File: src/rtl/lat_pkg.sv
package lat_pkg;
  localparam int IDX_W = 3;

  typedef enum logic [IDX_W-1:0] {
    SEL_COUNT = 3'd0,
    SEL_SUM   = 3'd1,
    SEL_SQ_LO = 3'd2,
    SEL_SQ_HI = 3'd3,
    SEL_MIN   = 3'd4,
    SEL_MAX   = 3'd5,
    SEL_RSV6  = 3'd6,
    SEL_RSV7  = 3'd7
  } rd_sel_e;
endpackage

File: src/rtl/lat_evt_timer.sv
module lat_evt_timer #(
  parameter int W = 32
) (
  input  logic         clk,
  input  logic         rst_n,
  input  logic         enable_i,
  input  logic         clear_i,
  input  logic         start_i,
  input  logic         end_i,
  output logic         busy_o,
  output logic [W-1:0] lat_o,
  output logic         done_o
);
  localparam logic [W-1:0] LAT_MAX = {W{1'b1}};
  localparam logic [W-1:0] LAT_ONE = W'(1);

  logic         busy_q;
  logic [W-1:0] lat_q;

  always_ff @(posedge clk) begin
    if (!rst_n) begin
      busy_q <= 1'b0;
      lat_q  <= '0;
    end else if (clear_i || !enable_i) begin
      busy_q <= 1'b0;
    end else if (busy_q) begin
      if (end_i) begin
        busy_q <= 1'b0;
      end else if (lat_q != LAT_MAX) begin
        lat_q <= lat_q + LAT_ONE;
      end
    end else if (start_i) begin
      busy_q <= 1'b1;
      lat_q  <= LAT_ONE;
    end
  end

  assign busy_o = busy_q;
  assign lat_o  = lat_q;
  assign done_o = busy_q && end_i && enable_i && !clear_i;
endmodule

File: src/rtl/lat_stat_acc.sv
module lat_stat_acc #(
  parameter int W = 32
) (
  input  logic           clk,
  input  logic           rst_n,
  input  logic           clear_i,
  input  logic           done_i,
  input  logic [W-1:0]   lat_i,
  output logic [W-1:0]   count_o,
  output logic [W-1:0]   sum_o,
  output logic [2*W-1:0] sq_o,
  output logic [W-1:0]   min_o,
  output logic [W-1:0]   max_o
);
  localparam int            SQ_W    = 2 * W;
  localparam logic [W-1:0]  MIN_RST = {W{1'b1}};

  function automatic logic [SQ_W-1:0] f_square(input logic [W-1:0] v);
    logic [SQ_W-1:0] wide;
    wide = {{W{1'b0}}, v};
    return wide * wide;
  endfunction

  function automatic logic [W-1:0] f_lower(input logic [W-1:0] a, input logic [W-1:0] b);
    return (a < b) ? a : b;
  endfunction

  function automatic logic [W-1:0] f_upper(input logic [W-1:0] a, input logic [W-1:0] b);
    return (a > b) ? a : b;
  endfunction

  logic [W-1:0]    count_q, sum_q, min_q, max_q;
  logic [SQ_W-1:0] sq_q;

  always_ff @(posedge clk) begin
    if (!rst_n || clear_i) begin
      count_q <= '0;
      sum_q   <= '0;
      sq_q    <= '0;
      min_q   <= MIN_RST;
      max_q   <= '0;
    end else if (done_i) begin
      count_q <= count_q + W'(1);
      sum_q   <= sum_q + lat_i;
      sq_q    <= sq_q + f_square(lat_i);
      min_q   <= f_lower(min_q, lat_i);
      max_q   <= f_upper(max_q, lat_i);
    end
  end

  assign count_o = count_q;
  assign sum_o   = sum_q;
  assign sq_o    = sq_q;
  assign min_o   = min_q;
  assign max_o   = max_q;
endmodule

File: src/rtl/lat_snap_port.sv
module lat_snap_port
  import lat_pkg::*;
#(
  parameter int W = 32
) (
  input  logic             clk,
  input  logic             rst_n,
  input  logic             sample_i,
  input  logic [W-1:0]     count_i,
  input  logic [W-1:0]     sum_i,
  input  logic [2*W-1:0]   sq_i,
  input  logic [W-1:0]     min_i,
  input  logic [W-1:0]     max_i,
  input  logic [IDX_W-1:0] idx_i,
  output logic [W-1:0]     snap_count_o,
  output logic [W-1:0]     data_o
);
  localparam int           SQ_W    = 2 * W;
  localparam logic [W-1:0] MIN_RST = {W{1'b1}};

  logic [W-1:0]    s_count, s_sum, s_min, s_max;
  logic [SQ_W-1:0] s_sq;

  always_ff @(posedge clk) begin
    if (!rst_n) begin
      s_count <= '0;
      s_sum   <= '0;
      s_sq    <= '0;
      s_min   <= MIN_RST;
      s_max   <= '0;
    end else if (sample_i) begin
      s_count <= count_i;
      s_sum   <= sum_i;
      s_sq    <= sq_i;
      s_min   <= min_i;
      s_max   <= max_i;
    end
  end

  always_comb begin
    unique case (rd_sel_e'(idx_i))
      SEL_COUNT: data_o = s_count;
      SEL_SUM:   data_o = s_sum;
      SEL_SQ_LO: data_o = s_sq[W-1:0];
      SEL_SQ_HI: data_o = s_sq[SQ_W-1:W];
      SEL_MIN:   data_o = s_min;
      SEL_MAX:   data_o = s_max;
      default:   data_o = '0;
    endcase
  end

  assign snap_count_o = s_count;
endmodule

File: src/rtl/lat_stats_acc.sv
module lat_stats_acc
  import lat_pkg::*;
#(
  parameter int CNT_W = 32
) (
  input  logic             clk,
  input  logic             rst_n,
  input  logic             enable_i,
  input  logic             clear_i,
  input  logic             sample_i,
  input  logic             start_i,
  input  logic             end_i,
  input  logic [IDX_W-1:0] rd_idx_i,
  output logic [CNT_W-1:0] rd_data_o
);
  localparam int SQ_W = 2 * CNT_W;

  logic             evt_busy;
  logic             evt_done;
  logic [CNT_W-1:0] evt_lat;
  logic [CNT_W-1:0] live_count, live_sum, live_min, live_max;
  logic [SQ_W-1:0]  live_sq;
  logic [CNT_W-1:0] snap_count;

  lat_evt_timer #(.W(CNT_W)) u_timer (
    .clk      (clk),
    .rst_n    (rst_n),
    .enable_i (enable_i),
    .clear_i  (clear_i),
    .start_i  (start_i),
    .end_i    (end_i),
    .busy_o   (evt_busy),
    .lat_o    (evt_lat),
    .done_o   (evt_done)
  );

  lat_stat_acc #(.W(CNT_W)) u_acc (
    .clk     (clk),
    .rst_n   (rst_n),
    .clear_i (clear_i),
    .done_i  (evt_done),
    .lat_i   (evt_lat),
    .count_o (live_count),
    .sum_o   (live_sum),
    .sq_o    (live_sq),
    .min_o   (live_min),
    .max_o   (live_max)
  );

  lat_snap_port #(.W(CNT_W)) u_snap (
    .clk          (clk),
    .rst_n        (rst_n),
    .sample_i     (sample_i),
    .count_i      (live_count),
    .sum_i        (live_sum),
    .sq_i         (live_sq),
    .min_i        (live_min),
    .max_i        (live_max),
    .idx_i        (rd_idx_i),
    .snap_count_o (snap_count),
    .data_o       (rd_data_o)
  );
endmodule

File: config.mk
export PLATFORM = sky130hd
export DESIGN_NAME = lat_stats_acc
export DESIGN_NICKNAME = d
export VERILOG_FILES = /design/src/rtl/lat_pkg.sv /design/src/rtl/lat_evt_timer.sv /design/src/rtl/lat_stat_acc.sv /design/src/rtl/lat_snap_port.sv /design/src/rtl/lat_stats_acc.sv
export SDC_FILE = /design/constraint.sdc
export NUM_CORES = 2
export LEC_CHECK = 0
export BUFFER_PORTS_ARGS = -buffer_cell sky130_fd_sc_hd__buf_2
export CAP_MARGIN = 0
export CORE_MARGIN = 5
export CORE_UTILIZATION = 52
export CTS_CLUSTER_DIAMETER = 60
export DETAILED_ROUTE_END_ITERATION = 10
export GPL_TIMING_DRIVEN = 1
export MAX_ROUTING_LAYER = met4
export PLACE_DENSITY = 0.68
export SLEW_MARGIN = 20
export SYNTH_ARGS = -nofsm -noshare
export SYNTH_HDL_FRONTEND = slang
export SYNTH_SLANG_ARGS = --single-unit
File: constraint.sdc
create_clock -name clk -period 8.9 [get_ports clk]
set_input_delay 0 -clock clk [delete_from_list [all_inputs] [get_ports clk]]
set_output_delay 0 -clock clk [all_outputs]
set_load 0.01 [all_outputs]
== Yosys cells after proc, flatten, opt, wreduce, memory -nomap -nowiden ==
Index checks and enable logic that the tools add are counted.

* Register bits after elaboration: 417
* Bits in latches: 0
* Memory bits (writable): 0
* ROM bits: 0
* Memories: 0

* Add/subtract/negate cells: 4
* $mul: 1
* Divide/modulo/power cells: 0
* Order comparisons: 2
* Equality and inequality tests: 8
* Shifts and indexed selects: 0
* Multiplexer cells: 8
* Bitwise logic cells: 4
* Reduce and logical (&&, ||, !) cells: 14

{| class="wikitable"
|+ Operators with widths
! kind !! count
|-
| $pmux W32 S6 || 1
|-
| $mux W32 || 4
|-
| $add A32 B1 Y32 const B || 2
|-
| $add A64 B64 Y64 || 1
|-
| $mul A32 B32 Y64 || 1
|-
| $add A32 B32 Y32 || 1
|-
| $gt A32 B32 Y1 || 1
|-
| $lt A32 B32 Y1 || 1
|-
| $ne A32 B32 Y1 const B || 1
|-
| $eq A3 B2 Y1 const B || 2
|-
| $eq A3 B3 Y1 const B || 2
|-
| $ne A2 B2 Y1 const B || 2
|-
| $not A1 Y1 || 4
|-
| $reduce_and A2 Y1 || 2
|-
| $reduce_and A4 Y1 || 1
|-
| $eq A3 B1 Y1 const B || 1
|-
| $logic_and A1 B1 Y1 || 3
|-
| $logic_not A1 Y1 || 3
|-
| $logic_not A3 Y1 || 1
|-
| $mux W1 || 3
|-
| $logic_or A1 B1 Y1 || 2
|-
| $reduce_bool A2 Y1 || 1
|-
| $reduce_or A2 Y1 || 1
|}

== Logic depth before layout (Yosys ltp) ==
* Depth after elaboration: 4
* Mapped depth: 31
* Gate-level depth less buffers: 29

== Cells and area by module ==
From an unflattened synthesis, not the netlist that was laid out.

* Cells, all modules: 5503
* Area, all modules: 50896.3 µm²

{| class="wikitable"
|+ Modules (own cells, without submodules)
! module !! times used !! cells each !! area an instance (µm²) !! sequential area each (µm²)
|-
| lat_stat_acc || 1 || 4439 || 40131.0 || 3843.7
|-
| lat_snap_port || 1 || 815 || 8744.6 || 3843.7
|-
| lat_evt_timer || 1 || 249 || 2020.7 || 660.6
|}

== Worst setup path after synthesis ==
No wires, ideal clock.

* Path type: flip-flop to flip-flop
* From: register u_timer.lat_q[1], in the netlist u_timer.lat_o[1]
* To: register u_acc.sq_q[63], in the netlist u_acc.sq_o[63]
* Arrival: 8.049 ns
* Path slack: 0.781 ns
* Cell stages (with the launch flop): 31
* Path buffers: 3
* Clock period less this slack: 8.119 ns
* Cells stage by stage: dfxtp_1 clkbuf_1 inv_1 buf_1 nor2_1 inv_1 fa_1 fa_1 inv_1 fa_1 inv_1 fa_1 inv_1 fa_1 fa_1 fa_1 inv_1 fa_1 inv_1 ha_1 buf_2 a21o_1 a31oi_1 or3b_2 nor4b_1 o31a_2 o21a_4 o31ai_4 xnor2_1 or3_1 a21oi_1

* Longest elaborated chain between the ends: 2

{| class="wikitable"
|+ RTL lines
! item !! line !! source
|-
| start, declared || lat_evt_timer.sv:18 || <nowiki>logic [W-1:0] lat_q;</nowiki>
|-
| start signal, assigned || lat_evt_timer.sv:30 || <nowiki>lat_q <= lat_q + LAT_ONE;</nowiki>
|-
| $mul A32 B32 Y64 || lat_stat_acc.sv:21 || <nowiki>return wide * wide;</nowiki>
|-
| $add A64 B64 Y64 || lat_stat_acc.sv:45 || <nowiki>sq_q <= sq_q + f_square(lat_i);</nowiki>
|-
| end signal, assigned || lat_stat_acc.sv:45 ||
|-
| end, declared || lat_stat_acc.sv:33 || <nowiki>logic [SQ_W-1:0] sq_q;</nowiki>
|}

No other way between the ends.
A chain may end at the register's enable or synchronous reset.

== Worst setup path in the final report ==
* From: register u_timer.lat_q[26], in the netlist u_timer.lat_o[26]
* To: register u_acc.sq_q[63], in the netlist u_acc.sq_o[63]

The elaborated chain is that of the path after synthesis.

==> flow_metrics.py <==
metrics = {
    "route": {
        "finalWirelength_um": 153000,
        "final_antenna_net_count": 0,
        "drcViolationCount": 0,
        "dr.pass1.iters": 7,
        "wl_per_cell_um": 22.6,
        "via_per_inst": 5.61,
        "num_vias": 38000,
        "drt_iter0_markers": 3307,
    },
    "worst_setup_path": {
        "cp_max_fo": 12,
        "critical_path_class": "register to register",
        "arrival_ps": 9190,
        "endpoint_kind": "register",
        "required_ps": 9430,
        "crit_slowest_cell": "dfxtp_1",
        "rrSetupSlack_ps": 240,
        "critPathCapture": "u_acc.sq_o[63]",
        "cpPeakStageDelay_ps": 710,
        "rr_worst_depth": 28,
        "crit_top_cell": "fa_1",
        "cp-startpoint": "u_timer.lat_o[26]",
        "crit_path_start_kind": "register",
        "r2r_start": "u_timer.lat_o[26]",
        "rr_endpoint": "u_acc.sq_o[63]",
    },
    "clock_network": {
        "clk_latency_ps": 610,
        "ctsLongestPathBuffers": 3,
        "worst_setup_hold_path_clk_slew_ps": 60,
        "clock-sinks": 417,
        "htree_levels": 2,
        "cts-buffers-inserted": 48,
        "clk_root_buffer_cell": "clkbuf_16",
        "cts_tree": "built",
    },
    "synth": {
        "synthFlopType": "dfxtp_1",
        "synth-edff-count": 0,
        "synthCells": 5528,
        "yosys.area_share.xor_xnor_pct": 2.62,
        "synth_top_family_by_area": "adder cells",
        "synth_most_common_cell": "inv_1",
        "synth_area_leaders": "fa_1, dfxtp_1, inv_1",
        "yosys.cell_types.count": 77,
        "synth-compound-area-share_pct": 8.00,
        "synthAdderAreaFrac_pct": 44.3,
        "yosys_warnings": 0,
        "synthTopCellsByCount": "inv_1, fa_1, nor2_1",
        "yosys.area.top_type_share_pct": 35.4,
        "async_reset_ff_share_pct": 0,
        "synthesis.nets": 6762,
        "yosys.area.top_type": "fa_1",
        "ys_seq_area_share_pct": 16.9,
        "synthSimpleGateAreaFrac_pct": 12.2,
        "avgSynthCellArea_um2": 8.94,
        "synth_mux_area_share_pct": 4.66,
        "netlist_area_um2": 49400,
        "ys_seq_elements": 417,
    },
    "sta": {
        "finalHoldViolCount": 0,
        "finalClockSkew_ps": 15.7,
        "slew_headroom_pct": 28.6,
        "tightest_slew_ps": 1070,
        "setup_viol": 0,
        "fmax_mhz": 115,
        "rsz0062_at_grt": "yes",
        "fin_ws_ps": 239,
        "min_period_ps": 8660,
        "tns_ps": 0,
        "slew_viol_final": 0,
        "finalCritPeriodShare_pct": 97.3,
    },
    "die": {
        "num_io_pins": 42,
        "dieArea_um2": 101000,
        "coreArea_um2": 94700,
        "fp.dieW_um": 318,
        "dieHeight_um": 318,
        "rows": 113,
        "initial_utilization_pct": 52.2,
    },
    "layout": {
        "fillerInstances": 8618,
        "area_growth_pct": 7.10,
        "final_area_um2": 52900,
        "multi_input_area_um2": 35500,
        "nets": 6711,
        "drive_gt1_share_pct": 5.28,
        "ff_latch_area_um2": 8350,
    },
    "place": {
        "gp_congestion": 0.994,
        "place_ws_ps": 351,
        "port_buffers": 41,
        "placed_area_um2": 51200,
        "hpwl_um": 120000,
    },
    "global_route": {
        "antenna_found_initial": 4,
        "grt_max_degree": 95,
        "grt_pass1_vias": 39300,
        "grt_pass1_wl_um": 237000,
        "track_usage_pct": 31.3,
        "grt-ovfl-total": 0,
    },
    "power": {
        "p_leak_uw": 0.0268,
        "ir_worst_vdd_mv": 0.151,
        "p_total_uw": 4130,
        "p_per_area_nw_per_um2": 78.0,
    },
    "worst_hold_path": {
        "hold_start": "sample_i",
        "hp-class": "input pin to register",
    },
    "flow_run": {
        "maxCapViolations": 0,
    },
    "status": {
        "status": "finished, final reports clean",
    },
}
cell usage in the layout, fill, tap and decap left out, types with 6 or more instances in the layout:
cell type | Yosys | routed
a211o_1 | 8 | 8
a211oi_1 | 21 | 21
a21o_1 | 79 | 79
a21oi_1 | 192 | 192
a22oi_1 | 96 | 96
a31oi_1 | 42 | 42
and2_1 | 26 | 26
and3_1 | 17 | 17
buf_2 | 14 | 40
buf_4 | 0 | 117
clkbuf_1 | 199 | 9
clkbuf_16 | 0 | 49
clkinv_2 | 0 | 6
clkinvlp_4 | 0 | 6
dfxtp_1 | 417 | 417
fa_1 | 873 | 873
ha_1 | 351 | 351
inv_1 | 1215 | 1214
mux2i_1 | 229 | 229
nand2_1 | 513 | 513
nand2b_1 | 15 | 14
nand3_1 | 90 | 89
nand4_1 | 52 | 52
nor2_1 | 557 | 555
nor2b_1 | 19 | 19
nor3_1 | 56 | 54
nor4_1 | 8 | 8
o211ai_1 | 16 | 16
o21a_1 | 12 | 12
o21ai_0 | 76 | 74
o21bai_1 | 16 | 16
o31ai_1 | 7 | 7
or2_2 | 12 | 12
or3_1 | 17 | 17
xnor2_1 | 102 | 102
xor2_1 | 46 | 46
worst min-delay path by stage:
stage,to,slack (ps),cells after the start
global route,u_acc.min_o[4],20,4
detailed placement,u_snap.s_min[19],460,2
CTS,u_acc.min_o[10],10,4
global placement,u_snap.s_min[16],450,2
finish,u_snap.snap_count_o[1],30,3
floorplan,u_snap.s_min[31],250,2
report_power, final:
part | switching [uW] | internal [uW] | total (uW)
sequential | 2.64 | 1870 | 1870
combinational | 109 | 41.1 | 150
clock | 886 | 1220 | 2110
critical path, delay by kind of cell (launching register included):
family	cells	cell delay, ps
AOI/OAI and AO/OA	7	1360
xor gates and xnor gates	1	140
adders and majority gates	9	4240
buffers and inverters	8	1020
DFF	1	710
and+or+nand+nor	3	1100
metrics by stage:
step,utilization (%),hold slack [ps],cells
global placement,54.1,454,6689
floorplan,-,246,5528
detailed placement,54.1,459,6689
finish,55.9,34.9,6783
CTS,55.9,9.75,6781
global route,55.9,24.5,6782
routing by layer:
metal	vias up	share of wire (%)	global-route usage, %
met5	-	0	-
met4	0	5.3	12.5
met3	418	8.2	5.05
met2	1578	46	49.3
met1	19100	40	41.0
li1	17000	-	-
state kept, by name, summed over array words and instances (netlist names):
| name | count |
|---|---|
| u_acc.max_o | 32 |
| u_acc.sq_o | 64 |
| u_timer.lat_o | 32 |
| u_timer.busy_o | 1 |
| u_snap.s_sq | 64 |
| u_snap.snap_count_o | 32 |
| u_acc.sum_o | 32 |
| u_acc.count_o | 32 |
| u_snap.s_max | 32 |
| u_snap.s_min | 32 |
| u_snap.s_sum | 32 |
| u_acc.min_o | 32 |
timing repair:
| action | in CTS | in global routing |
|---|---|---|
| hold buffers | 3 | 0 |
| setup endpoints to repair | 0 | 4 |
| buffers inserted | 0 | 0 |
| resized for setup | 0 | 4 |
| hold endpoints to repair | 33 | 0 |
cell type report:
cell class	count	share of cell area [%]
Multi-Input combinational cell	3622	67.1
Antenna cell	2	0.00946
Tap cell	1265	2.99
Inverter	1224	8.69
Clock buffer	63	2.51
Timing Repair Buffer	164	2.24
Sequential cell	417	15.8
Clock inverter	26	0.638
cells by family (layout without fill, tap and decap cells):
kind of cell / count (synthesis) / in the layout
multiplexers: 230 / 230
buffers and inverters: 1489 / 1477
other: 0 / 2
XOR/XNOR: 148 / 148
flip-flops: 417 / 417
AND/OR/NAND/NOR: 1412 / 1412
AO/OA/AOI/OAI: 608 / 608
adder cells (fa/ha/maj): 1224 / 1224
Note: power is estimated with default switching activity, not from simulation.
